<file path="src/rtl/slic_pkg.sv">
`timescale 1ns/1ps
package slic_pkg;
    localparam int NCH   = 4;
    localparam int NBIO  = 3;
    localparam int NSRC  = 2 + NBIO;
    localparam int NPIN  = NCH * NBIO;
    localparam int DW    = 8;
    localparam int AW    = 4;
    localparam int DB_TICKS = 8;

    typedef struct packed {
        logic [NPIN-1:0]           bio_q;
        logic [NPIN-1:0]           dir;
        logic [NPIN-1:0]           dat;
        logic [NCH-1:0]            so_a;
        logic [NCH-1:0]            so_b;
        logic [NCH-1:0][NSRC-1:0]  mask;
    } port_st_t;
endpackage

</file>
<file path="src/rtl/slic_debounce.sv">
`timescale 1ns/1ps
module slic_debounce #(
    parameter int TICKS = 8
) (
    input  logic clk,
    input  logic rst_n,
    input  logic tick,
    input  logic raw,
    output logic deb
);
    localparam int CW = (TICKS > 1) ? $clog2(TICKS) : 1;

    typedef struct packed {
        logic          sync;
        logic [CW-1:0] cnt;
        logic          deb;
    } db_st_t;

    db_st_t s_d, s_q;

    always_comb begin
        s_d      = s_q;
        s_d.sync = raw;
        if (s_q.sync == s_q.deb) begin
            s_d.cnt = '0;
        end else if (tick) begin
            if (s_q.cnt == CW'(TICKS - 1)) begin
                s_d.deb = s_q.sync;
                s_d.cnt = '0;
            end else begin
                s_d.cnt = s_q.cnt + 1'b1;
            end
        end
    end

    always_ff @(posedge clk or negedge rst_n) begin
        if (!rst_n) s_q <= '0;
        else        s_q <= s_d;
    end

    assign deb = s_q.deb;
endmodule

</file>
<file path="src/rtl/slic_chan_irq.sv">
`timescale 1ns/1ps
module slic_chan_irq #(
    parameter int NS = 5
) (
    input  logic          clk,
    input  logic          rst_n,
    input  logic [NS-1:0] src,
    input  logic [NS-1:0] valid,
    input  logic [NS-1:0] en,
    input  logic          clr,
    output logic          pend
);
    typedef struct packed {
        logic [NS-1:0] prev;
        logic          pend;
    } irq_st_t;

    irq_st_t s_d, s_q;
    logic    change;

    always_comb begin
        change     = |((src ^ s_q.prev) & valid & en);
        s_d.prev   = src;
        s_d.pend   = change | (s_q.pend & ~clr);
    end

    always_ff @(posedge clk or negedge rst_n) begin
        if (!rst_n) s_q <= '0;
        else        s_q <= s_d;
    end

    assign pend = s_q.pend;
endmodule

</file>
<file path="src/rtl/slic_port.sv">
`timescale 1ns/1ps
module slic_port
    import slic_pkg::*;
(
    input  logic             clk,
    input  logic             rst_n,
    input  logic             tick,
    input  logic [NCH-1:0]   si_a,
    input  logic [NCH-1:0]   si_b,
    input  logic [NPIN-1:0]  bio_in,
    output logic [NPIN-1:0]  bio_out,
    output logic [NPIN-1:0]  bio_oe,
    output logic [NCH-1:0]   so_a,
    output logic [NCH-1:0]   so_b,
    input  logic             reg_wr,
    input  logic             reg_rd,
    input  logic [AW-1:0]    reg_addr,
    input  logic [DW-1:0]    reg_wdata,
    output logic [DW-1:0]    reg_rdata,
    output logic             irq
);
    port_st_t s_d, s_q;

    logic [NCH-1:0]            deb_a, deb_b;
    logic [NCH-1:0][NSRC-1:0]  src_v, valid_v, view_v;
    logic [NCH-1:0]            clr_v, pend_v;
    logic [NPIN-1:0]           pin_view;
    logic                      in_bio, in_chan, in_mask;
    int                        k, c;

    // debounce both dedicated inputs of every channel
    for (genvar g = 0; g < NCH; g++) begin : g_deb
        slic_debounce #(.TICKS(DB_TICKS)) u_deb_a (
            .clk(clk), .rst_n(rst_n), .tick(tick), .raw(si_a[g]), .deb(deb_a[g]));
        slic_debounce #(.TICKS(DB_TICKS)) u_deb_b (
            .clk(clk), .rst_n(rst_n), .tick(tick), .raw(si_b[g]), .deb(deb_b[g]));
    end

    // per-channel sources: [0] first input, [1] second, [2+p] bidir pin p
    always_comb begin
        for (int ch = 0; ch < NCH; ch++) begin
            src_v[ch][0]   = deb_a[ch];
            src_v[ch][1]   = deb_b[ch];
            valid_v[ch][0] = 1'b1;
            valid_v[ch][1] = 1'b1;
            for (int p = 0; p < NBIO; p++) begin
                src_v[ch][2+p]   = s_q.bio_q[p*NCH+ch];
                valid_v[ch][2+p] = ~s_q.dir[p*NCH+ch];
            end
            view_v[ch] = src_v[ch] & valid_v[ch];
            clr_v[ch]  = reg_rd && (reg_addr[AW-1:2] == 2'b01) &&
                         (int'(reg_addr[1:0]) == ch);
        end
    end

    for (genvar g = 0; g < NCH; g++) begin : g_irq
        slic_chan_irq #(.NS(NSRC)) u_irq (
            .clk(clk), .rst_n(rst_n), .src(src_v[g]), .valid(valid_v[g]),
            .en(s_q.mask[g]), .clr(clr_v[g]), .pend(pend_v[g]));
    end

    // address decode shared by read and write paths
    always_comb begin
        in_bio  = (reg_addr >= AW'(1)) && (reg_addr < AW'(1 + NBIO));
        in_chan = (reg_addr[AW-1:2] == 2'b01);
        in_mask = (reg_addr[AW-1:2] == 2'b10);
        k       = int'(reg_addr) - 1;
        if (k < 0 || k >= NBIO) k = 0;
        c       = int'(reg_addr[1:0]);
    end

    // next state
    always_comb begin
        s_d       = s_q;
        s_d.bio_q = bio_in;
        if (reg_wr) begin
            if (in_bio) begin
                s_d.dir[k*NCH +: NCH] = reg_wdata[NCH +: NCH];
                s_d.dat[k*NCH +: NCH] = reg_wdata[0 +: NCH];
            end else if (in_chan) begin
                s_d.so_a[c] = reg_wdata[NSRC];
                s_d.so_b[c] = reg_wdata[NSRC+1];
            end else if (in_mask) begin
                s_d.mask[c] = reg_wdata[NSRC-1:0];
            end
        end
    end

    always_ff @(posedge clk or negedge rst_n) begin
        if (!rst_n) s_q <= '0;
        else        s_q <= s_d;
    end

    // read mux
    always_comb begin
        pin_view  = (s_q.dir & s_q.dat) | (~s_q.dir & s_q.bio_q);
        reg_rdata = '0;
        if (reg_addr == '0) begin
            reg_rdata = {deb_b, deb_a};
        end else if (in_bio) begin
            reg_rdata = {s_q.dir[k*NCH +: NCH], pin_view[k*NCH +: NCH]};
        end else if (in_chan) begin
            reg_rdata = {1'b0, s_q.so_b[c], s_q.so_a[c], view_v[c]};
        end else if (in_mask) begin
            reg_rdata = DW'(s_q.mask[c]);
        end
    end

    assign bio_oe  = s_q.dir;
    assign bio_out = s_q.dat;
    assign so_a    = s_q.so_a;
    assign so_b    = s_q.so_b;
    assign irq     = |pend_v;
endmodule

</file>
<file path="config.mk">
export PLATFORM = sky130hd
export DESIGN_NAME = slic_port
export DESIGN_NICKNAME = d
export VERILOG_FILES = /design/src/rtl/slic_pkg.sv /design/src/rtl/slic_debounce.sv /design/src/rtl/slic_chan_irq.sv /design/src/rtl/slic_port.sv
export SDC_FILE = /design/constraint.sdc
export NUM_CORES = 1
export LEC_CHECK = 0
export BUFFER_PORTS_ARGS = -buffer_cell sky130_fd_sc_hd__buf_2
export CORE_MARGIN = 4
export CORE_UTILIZATION = 40
export CTS_CLUSTER_DIAMETER = 60
export DETAILED_ROUTE_END_ITERATION = 8
export PLACE_DENSITY = 0.6
export SLEW_MARGIN = 20
export SYNTH_ARGS = -nofsm -noshare
export SYNTH_HDL_FRONTEND = slang
export SYNTH_SLANG_ARGS = --single-unit
</file>
<file path="constraint.sdc">
create_clock -name clk -period 5.25 [get_ports clk]
set_input_delay 0.2625 -clock clk [delete_from_list [all_inputs] [get_ports clk]]
set_output_delay 0.2625 -clock clk [all_outputs]
set_load 0.02 [all_outputs]
</file>
* After elaboration in Yosys (flattened, before gate mapping)
Cells that the tools add are included.
Storage, ports and cells: register bits after elaboration 128, bits of input ports 37, output and inout port bits 41, logic and storage cells 225
Operators by class: add/subtract/negate cells 10, magnitude comparators 6, equal/unequal tests 21, shifts and indexed selects 5, mux-type cells 54, bitwise logic cells 54, reductions and logical operators 34
Operator list (number):
- $shiftx A4 B33 Y12 | 2
- $shiftx A12 B32 Y4 | 2
- $and A5 B5 Y5 | 12
- $mux W3 | 16
- $neg A32 Y33 | 1
- $shift A4 B33 Y12 const A | 1
- $mux W4 | 8
- $mux W30 | 1
- $reduce_and A3 Y1 | 9
- $not A1 Y1 | 26
- $add A3 B1 Y3 const B | 8
- $and A12 B12 Y12 | 2
- $bwmux W12 | 2
- $eq A3 B3 Y1 const B | 8
- $bmux W5 S2 | 2
- $bwmux W20 | 1
- $mux W5 | 4
- $reduce_or A5 Y1 | 4
- $xor A5 B5 Y5 | 4
- $mux W8 | 2
- $reduce_bool A2 Y1 | 8
- $not A12 Y12 | 1
- $or A12 B12 Y12 | 1
- $mux W1 | 11
- other kinds (24) | 48

* Logic depth before layout (Yosys ltp)
Gate-level depths: netlist (run 1).
word-level depth 7, depth in mapped cells 15, gate-level depth less buffers 13

* Modules after synthesis
A second synthesis (run 1) with hierarchy kept.
Second synthesis, totals: cells, all modules 530, area, all modules 6616.3 um^2
By module, submodules not included:
- slic_port | times used 1, cells each 322, area each 3893.7 um^2, sequential area each 1601.5 um^2
- slic_debounce | times used 8, cells each 17, area each 221.5 um^2, sequential area each 125.1 um^2
- slic_chan_irq | times used 4, cells each 18, area each 237.7 um^2, sequential area each 150.1 um^2

* Worst setup path before layout (run 1)
Ideal clock, no wire load.
path kind in2reg, from input port reg_addr[1], to register s_q (netlist bit bio_oe[10]), library setup time 0.125 ns, data arrival time 3.570 ns, required time 5.125 ns, path slack 1.556 ns, stages 15, path buffers 2, cell sequence buf_6 -> clkbuf_1 -> inv_1 -> ha_1 -> nor2_1 -> a32oi_4 -> or3_1 -> ha_1 -> inv_1 -> ha_1 -> nor4_1 -> and4_1 -> nand4_1 -> nor2_4 -> mux2_2
Between the ends: longest elaborated chain between the ends 7, elaborated cells between the ends (all ways) 13, those cells by class add/sub (2); order compare (4); shift (2); mux (2); reduce/logical (3)
Ends and longest elaborated chain:
- from (decl) | line slic_port.sv:17 | input logic [AW-1:0] reg_addr,
- $sub A4 B1 Y5 | line slic_port.sv:67 | k = int'(reg_addr) - 1;
- $lt A5 B1 Y1 / $ge A5 B3 Y1 (equally long branches) | line slic_port.sv:68 | if (k < 0 || k >= NBIO) k = 0;
- $logic_or A1 B1 Y1 | line slic_port.sv:68
- $mux W30 | line slic_port.sv:68
- $neg A32 Y33 | line slic_port.sv:78 | s_d.dir[k*NCH +: NCH] = reg_wdata[NCH +: NCH];
- $shiftx A4 B33 Y12 / $shift A4 B33 Y12 (equally long branches) | line slic_port.sv:78
- $bwmux W12 | line slic_port.sv:78
- to (signal assigned) | line slic_port.sv:90 | if (!rst_n) s_q <= '0;
- to (signal assigned) | line slic_port.sv:91 | else s_q <= s_d;
- to (decl) | line slic_port.sv:22 | port_st_t s_d, s_q;
Several ways; a longest one is shown, not always the timed one. A chain may end at the register's enable or synchronous reset.

* Final worst setup path (run 1)
from input port reg_addr[0], to register s_q (netlist bit bio_oe[6])
Same word-level chain as after synthesis.

==> results of run 1 <==
-- through the flow --
step | setup slack [ns] | power, mW | hold WS (ns) | utilization
finish | 1.14 | 2.55 | 0.108 | 0.493
floorplan | 1.56 | 1.36 | -0.0331 | -
global placement | 0.943 | 1.49 | 0.295 | 0.445
CTS | 1.18 | 2.57 | 0.0947 | 0.493
detailed placement | 0.747 | 1.50 | 0.303 | 0.445
global route | 0.887 | 2.66 | 0.0983 | 0.493
-- metal layers --
layer	track usage	wire length [um]	up-vias
met3	0.0595	1040	23
met1	0.246	7030	2216
met2	0.311	7890	162
li1	-	-	2003
met4	0.0630	272	0
met5	0	0	-
-- how the worst min path moves through the flow --
stage	end	slack, ns	cells past startpoint
floorplan	bio_oe[0]	-0.03	0
global placement	g_deb[3].u_deb_a.s_q[4]	0.29	1
global route	bio_oe[7]	0.1	2
detailed placement	g_deb[3].u_deb_a.s_q[4]	0.30	1
CTS	bio_oe[11]	0.09	2
finish	bio_oe[11]	0.11	2
-- sequential cells by signal, summed over array words and instances (netlist names) --
name and cells:
s_q 32, g_irq.u_irq.s_q 20, g_deb.u_deb_a.s_q 16, g_deb.u_deb_b.s_q 16, bio_oe 12, bio_out 12
g_deb.u_deb_a.deb 4, g_deb.u_deb_b.deb 4, g_irq.u_irq.pend 4, so_a 4, so_b 4
-- worst max-delay path: stages --
cell and delay [ns]:
buf_2 0.49, inv_1 0.29, ha_1 0.45, nor2_1 0.24
a32oi_4 0.17, or3_1 0.45, ha_1 0.27, inv_1 0.09
ha_1 0.24, nor4_1 0.28, and4_1 0.22, nand4_1 0.21
nor2_4 0.34, mux2_2 0.38
-- cells by family after synthesis --
family                     count (synthesis)  synth area share
xor gates and xnor gates                  29            0.0413
buffers and inverters                     27            0.0195
adders and majority gates                 27            0.0549
muxes                                     88             0.176
and+or+nand+nor                          116             0.102
DFF                                      128             0.521
AOI/OAI and AO/OA                         68            0.0858
other                                      1          0.000609
-- synth_stat cells, types with 2 or more instances --
library cell and count:
and4_1 2, and3_1 2, nand3_1 16, o311ai_0 3, inv_1 9, buf_6 2
a2bb2oi_1 2, mux2_1 2, mux2i_1 18, ha_1 27, a22oi_1 8, a211oi_1 6
dfrtp_1 128, a21oi_1 16, mux2_2 58, buf_1 5, nor3_1 10, nor2_1 27
nand3b_1 9, nor2_4 3, nor4_1 3, nand2_1 19, xnor2_1 13, nor2b_1 8
a221oi_1 4, nor3b_1 6, buf_2 3, nand2b_1 2, nand4_1 2, a32oi_1 4
mux4_2 10, o21ai_0 4, or3_1 3, xor2_1 16, a31oi_1 2, a22o_1 3
o221ai_1 5, clkbuf_1 7
-- layout make-up --
cell class | instances | area, um2
tap | 188 | 235
sequential | 128 | 3200
clock buffer | 21 | 460
timing repair buffer | 101 | 624
fill | 1373 | 7680
multi-input combinational | 333 | 2850
clock inverter | 10 | 63.8
inverter | 10 | 37.5
-- power by group --
| group | internal (mW) | total (mW) | switching (mW) |
|---|---|---|---|
| registers | 1.07 | 1.15 | 0.0776 |
| logic | 0.166 | 0.349 | 0.184 |
| clock network | 0.621 | 1.06 | 0.435 |
-- timing repair --
action                                 CTS  global route
hold buffers                            21             0
endpoints found under the hold margin   86             0
resized for setup                        0             0
==> results.md, run 1 <==
* TritonRoute pass-1 iters at 4
* CTS tree: done
* Period utilization at 0.782
* Crit path required time at 5.55 ns
* GRT Total Usage at 0.192
* Sink Count at around 130
* Mapped Area at approximately 0.0062 mm2
* Most frequent cells in the layout: 128 x dfrtp_1, 76 x buf_2, 58 x mux2_2
* Drt total wl at roughly 16000 um
* Wirelength per Cell at slightly above 20 um
* Worst Skew at approximately 0.01 ns
* Clock transition at path regs at 0.06 ns
* Core Area at ~0.015 mm2
* Post-synthesis sequential area ratio at 0.521
* CP Data Arrival Time at between 4 and 5 ns
* Power per cell area at roughly 340 mW/mm2
* Ys Warns at 0
* Reg2reg start: g_deb[2].u_deb_a.s_q[1]
* Synth-to-layout area growth at 21.4%
* Layout Cell Area excl Fill at 0.00747 mm2
* Async S/R FF share, synth at 1.00
* Final hold vios at 0
* Netlist cell types at 55
* Final ANT Viol Nets at 0
* Worst-Skew Late Latency at ~0.42 ns
* RSZ-0062 raised after global routing: false
* Setup TNS at 0 ns
* R2r endpoint: g_deb[2].u_deb_a.deb
* Least-Margin Pin Slew at about 0.85 ns
* Syn avg cell area at between 10 and 15 um2
* Port-buffer cells at 77
* Maximum root-to-sink buffer count at 2
* Initial antenna violation count at 0
* End of the critical path: bio_oe[6]
* Placed Cells at approximately 740
* Row cnt at 45
* Gpl congestion at between 0.9 and 1
* Worst setup startpoint: reg_addr[0]
* Inserted Diodes at 0
* DR vias at approximately 4400
* Layout cells sized above 1 at 0.307
* Die footprint at between 0.015 and 0.02 mm2
* Kind of critical path: input pin to flop
* Flop2flop setup slack at about 3.9 ns
* CTS HTree Levels at 4
* Hold_sp: reg_wdata[7]
* Remaining global-route overflow at 0
* DRC at 0
* EDFF count, synth at 0
* DR iter-0 viols at ~430
* First-pass GRT wire length at ~26000 um
* Max Cap Viol at 0
* Post-DP Area at about 0.0067 mm2
* Flops & latches, synth at about 130
* Drt via density at 5.57
* Post-Syn Instances at between 400 and 500
* TritonCTS Buffers at 17
* Clock Tree Root: clkbuf_16
* Synth top area cells: dfrtp_1 52%, mux2_2 11%, ha_1 5.5%, mux4_2 3.7%, mux2i_1 2.9%
* Setup Viol. Count Final at 0
* Largest net degree at the start of global routing at just under 70
* Die H at 132 um
* Startpoint Class: input pin
* Post-synth top area cell: dfrtp_1
* Ports at 78
* Fin crit period at 4.11 ns
* Hold Path Class: input pin to flop
* Yosys top cell area share at 0.521
* Crit path max fanout at 22
* DP Wirelength at ~12000 um
* Final Slew Violations at 0
* Peak supply drop at roughly 0.23 mV
* Leakage at roughly 3.5 nW
* Commonest non-fill, non-tap cell in the layout: dfrtp_1
* Setup fix buffers added after clock tree synthesis at 0
* Die width at 132 um
* CP Capture Type: flop
* # nets final at between 600 and 700
* Status: complete, no violations
* Post-synth top flop: dfrtp_1
* Layout Cells excl Fill at between 700 and 800
* Vias in the first global route at roughly 4600
* Initial core utilization at 0.406
* Worst R2R Path Depth at 4
* Fmax at around 240 MHz
* Slew margin rel. at 0.428
Note: power is estimated with default switching activity, not from simulation.
==> run 2, diff against run 1 <==
ABC_AREA = 1   (was default)
PLACE_DENSITY = 0.59   (was 0.6)
clock period = 4.2 ns   (was 5.25 ns; I/O delays follow)
==> run 2 against run 1 <==
Against the previous run: power up 39%; critical path depth is 2 higher; clock skew about the same; largest power group is now the clock network; largest cell class unchanged; design area rose by 5.8%; sequential cell count did not move; sequential share of layout area fell by 2.4 points; clock-buffer cell count down 2; utilization is 1.9 points higher; combinational power grew 26%; register-to-register slack got worse by 1.1 ns; non-clock buffer count increased by 2.
==> results.md, run 2 <==
* Status: complete, no violations
* CTS HTree Levels at 4 (unchanged)
* Peak supply drop at 0.305 mV (+30%)
* Die H at 134 um (+1.8%)
* # nets final at 918 (+40%)
* Post-DP Area at 0.00700 mm2 (+4.0%)
* Netlist cell types at 37 (-33%)
* PostCTS Resize Cnt at 0 (unchanged)
* Wirelength per Cell at 16.4 um (-20%)
* Initial core utilization at 0.414 (+0.00767)
* Top flop regs: s_q: 32 flops, g_irq.u_irq.s_q: 20 flops
* Crit path max fanout at 16 (-27%)
* Kind of critical path: input pin to flop
* Fmax at 314 MHz
* Drt via density at 5.15 (-7.5%)
* Most frequent cells in the layout: 196 x nand2_1, 128 x dfrtp_1, 76 x buf_2
* Post-Syn Instances at 747 (+54%)
* CP Capture Type: flop
* DR vias at 5553 (+26%)
* Maximum root-to-sink buffer count at 2 (unchanged)
* Commonest non-fill, non-tap cell in the layout: nand2_1
* Clock Tree Root: clkbuf_16
* Async S/R FF share, synth at 1.00 (unchanged)
* Least-Margin Pin Slew at 0.857 ns (+0.00504 ns)
* Max FFs per register at 32 (unchanged)
* Crit path required time at 4.49 ns (-1.06 ns)
* Layout Cell Area excl Fill at 0.00791 mm2 (+5.8%)
* DP Wirelength at 13100 um (+11%)
* Fin crit period at 3.18 ns
* Post-synth top flop: dfrtp_1
* Hold Path Class: input pin to flop
* Setup TNS at 0 ns (unchanged)
* Die footprint at 0.0181 mm2 (+3.6%)
* Power per cell area at 451 mW/mm2 (+32%)
* Setup Viol. Count Final at 0 (unchanged)
* Drt total wl at 17700 um (+9.2%)
* Clock transition at path regs at 0.06 ns (about the same)
* Synth-to-layout area growth at 23.8%
* Core Area at 0.0154 mm2 (+1.9%)
* Gpl congestion at 0.933 (+0.25%)
* Inserted Diodes at 0 (unchanged)
* Max Cap Viol at 0 (unchanged)
* Mapped Area at 0.00639 mm2 (+3.8%)
* Startpoint Class: input pin
* Layout cells sized above 1 at 0.186 (-0.121)
* Remaining global-route overflow at 0 (unchanged)
* Synth top cells by count: 196 x nand2_1, 128 x dfrtp_1, 74 x nand3_1, 61 x inv_1, 60 x o21ai_0
* Ports at 78 (unchanged)
* Final hold vios at 0 (unchanged)
* CTS tree: done
* Slew margin rel. at 0.426 (-0.00110)
* Flops & latches, synth at 128 (unchanged)
* RSZ-0062 raised after global routing: false
* First-pass GRT wire length at 28400 um (+9.7%)
* Synth top area cells: dfrtp_1 50%, nand2_1 12%, nand3_1 5.8%, ha_1 5.3%, o21ai_0 4.7%
* Initial antenna violation count at 0 (unchanged)
* Post-synthesis sequential area ratio at 0.502 (-0.0190)
* Period utilization at 0.758
* Worst-Skew Late Latency at 0.41 ns (about the same)
* Syn avg cell area at 8.55 um2 (-33%)
* TritonCTS Buffers at 17 (unchanged)
* Die width at 134 um (+1.8%)
* Largest register by flop count: s_q
* Top-count cell post-synth: nand2_1
* Final ANT Viol Nets at 0 (unchanged)
* Ys Warns at 0 (unchanged)
* Largest net degree at the start of global routing at 129 (+90%)
* Worst Skew at 0.0103 ns (+0.000495 ns)
* Final Slew Violations at 0 (unchanged)
* Leakage at 4.05 nW (+14%)
* Sink Count at 128 (unchanged)
* Vias in the first global route at 5494 (+18%)
* GRT Total Usage at 0.203 (+0.0110)
* DRC at 0 (unchanged)
* Row cnt at 45 (unchanged)
* Post-synth top area cell: dfrtp_1
* TritonRoute pass-1 iters at 6 (+2)
* CP Data Arrival Time at 3.48 ns (-0.93 ns)
* Flop2flop setup slack at 2.76 ns (-1.13 ns)
* Port-buffer cells at 77 (unchanged)
* DR iter-0 viols at 393 (-9.2%)
* Yosys top cell area share at 0.502 (-0.0190)
* EDFF count, synth at 0 (unchanged)
==> run 2: cell types whose count changed after synthesis, moves of 10 or more <==
cell	previous run	this run
o211ai_1	1	12
nand2_1	19	196
nand3_1	16	74
inv_1	9	61
nor2_1	27	47
mux2_2	58	4
o21ai_0	4	60
mux4_2	10	0
o21ai_2	1	16
xnor2_1	13	1
or2_2	0	10
a21oi_1	16	27
mux2i_1	18	0
==> run 2: repair_timing <==
action | CTS | global route
buffers inserted | 0 | 0
hold buffers | 22 | 0
endpoints found under the setup margin | 0 | 0
hold endpoints to repair | 149 | 0
==> run 2: critical path: stages <==
cell,delay (ns)
buf_2,0.10
inv_1,0.37
ha_1,0.40
xnor2_1,0.16
nand2_1,0.11
nor2_4,0.31
nand2_1,0.24
ha_1,0.29
inv_1,0.07
ha_1,0.23
nor4_1,0.26
nand3b_1,0.15
nor2_4,0.16
nand3_4,0.20
nand2_1,0.14
o21ai_2,0.06
==> run 2: where the power goes <==
group / total [mW] / switching (mW) / internal, mW
sequential: 1.42 / 0.0877 / 1.33
combinational: 0.438 / 0.280 / 0.158
clock: 1.70 / 0.556 / 1.15
==> run 2: layer usage <==
metal  GRT usage  wire [um]
met5           0          0
met4      0.0667        375
met3      0.0488       1030
met2       0.319       8110
met1       0.277       8220
==> run 2: cell families after synthesis <==
family                   synth area share
other                            0.000587
flip-flops                          0.502
adder cells (fa/ha/maj)            0.0529
XOR/XNOR                           0.0123
multiplexers                      0.00705
buffers and inverters              0.0537
AND/OR/NAND/NOR                     0.242
AO/OA/AOI/OAI                       0.130
==> run 2: path summary, 6_finish.rpt <==
path | start | depth (start not counted) | to
max | reg_addr[1] | 16 | bio_out[11]
min | reg_wdata[0] | 3 | bio_out[0]
max reg2reg | s_q[59] | 5 | g_irq[3].u_irq.pend
min reg2reg | s_q[56] | 0 | g_irq[0].u_irq.s_q[4]
max in group asynchronous | rst_n | 3 | bio_out[10]
min in group asynchronous | rst_n | 3 | bio_oe[11]
==> run 2: cell type report <==
type | count | area, um2
Inverter | 65 | 249
Clock inverter | 13 | 230
Sequential cell | 128 | 3200
Clock buffer | 19 | 453
Tap cell | 211 | 264
Multi-Input combinational cell | 539 | 2860
Timing Repair Buffer | 103 | 651
Fill cell | 1480 | 7520
==> run 2: metrics by stage <==
stage          worst slack (ns)  utilization  power, mW  instances  hold WS, ns
2_1_floorplan              1.10            -       1.68        751      -0.0856
3_3_place_gp              0.756        0.454       1.85       1024        0.318
6_report                   1.02        0.512       3.56       1078       0.0670
4_1_cts                    1.08        0.512       3.60       1078       0.0424
3_5_place_dp              0.638        0.454       1.86       1024        0.319
5_1_grt                   0.697        0.512       3.72       1078       0.0467
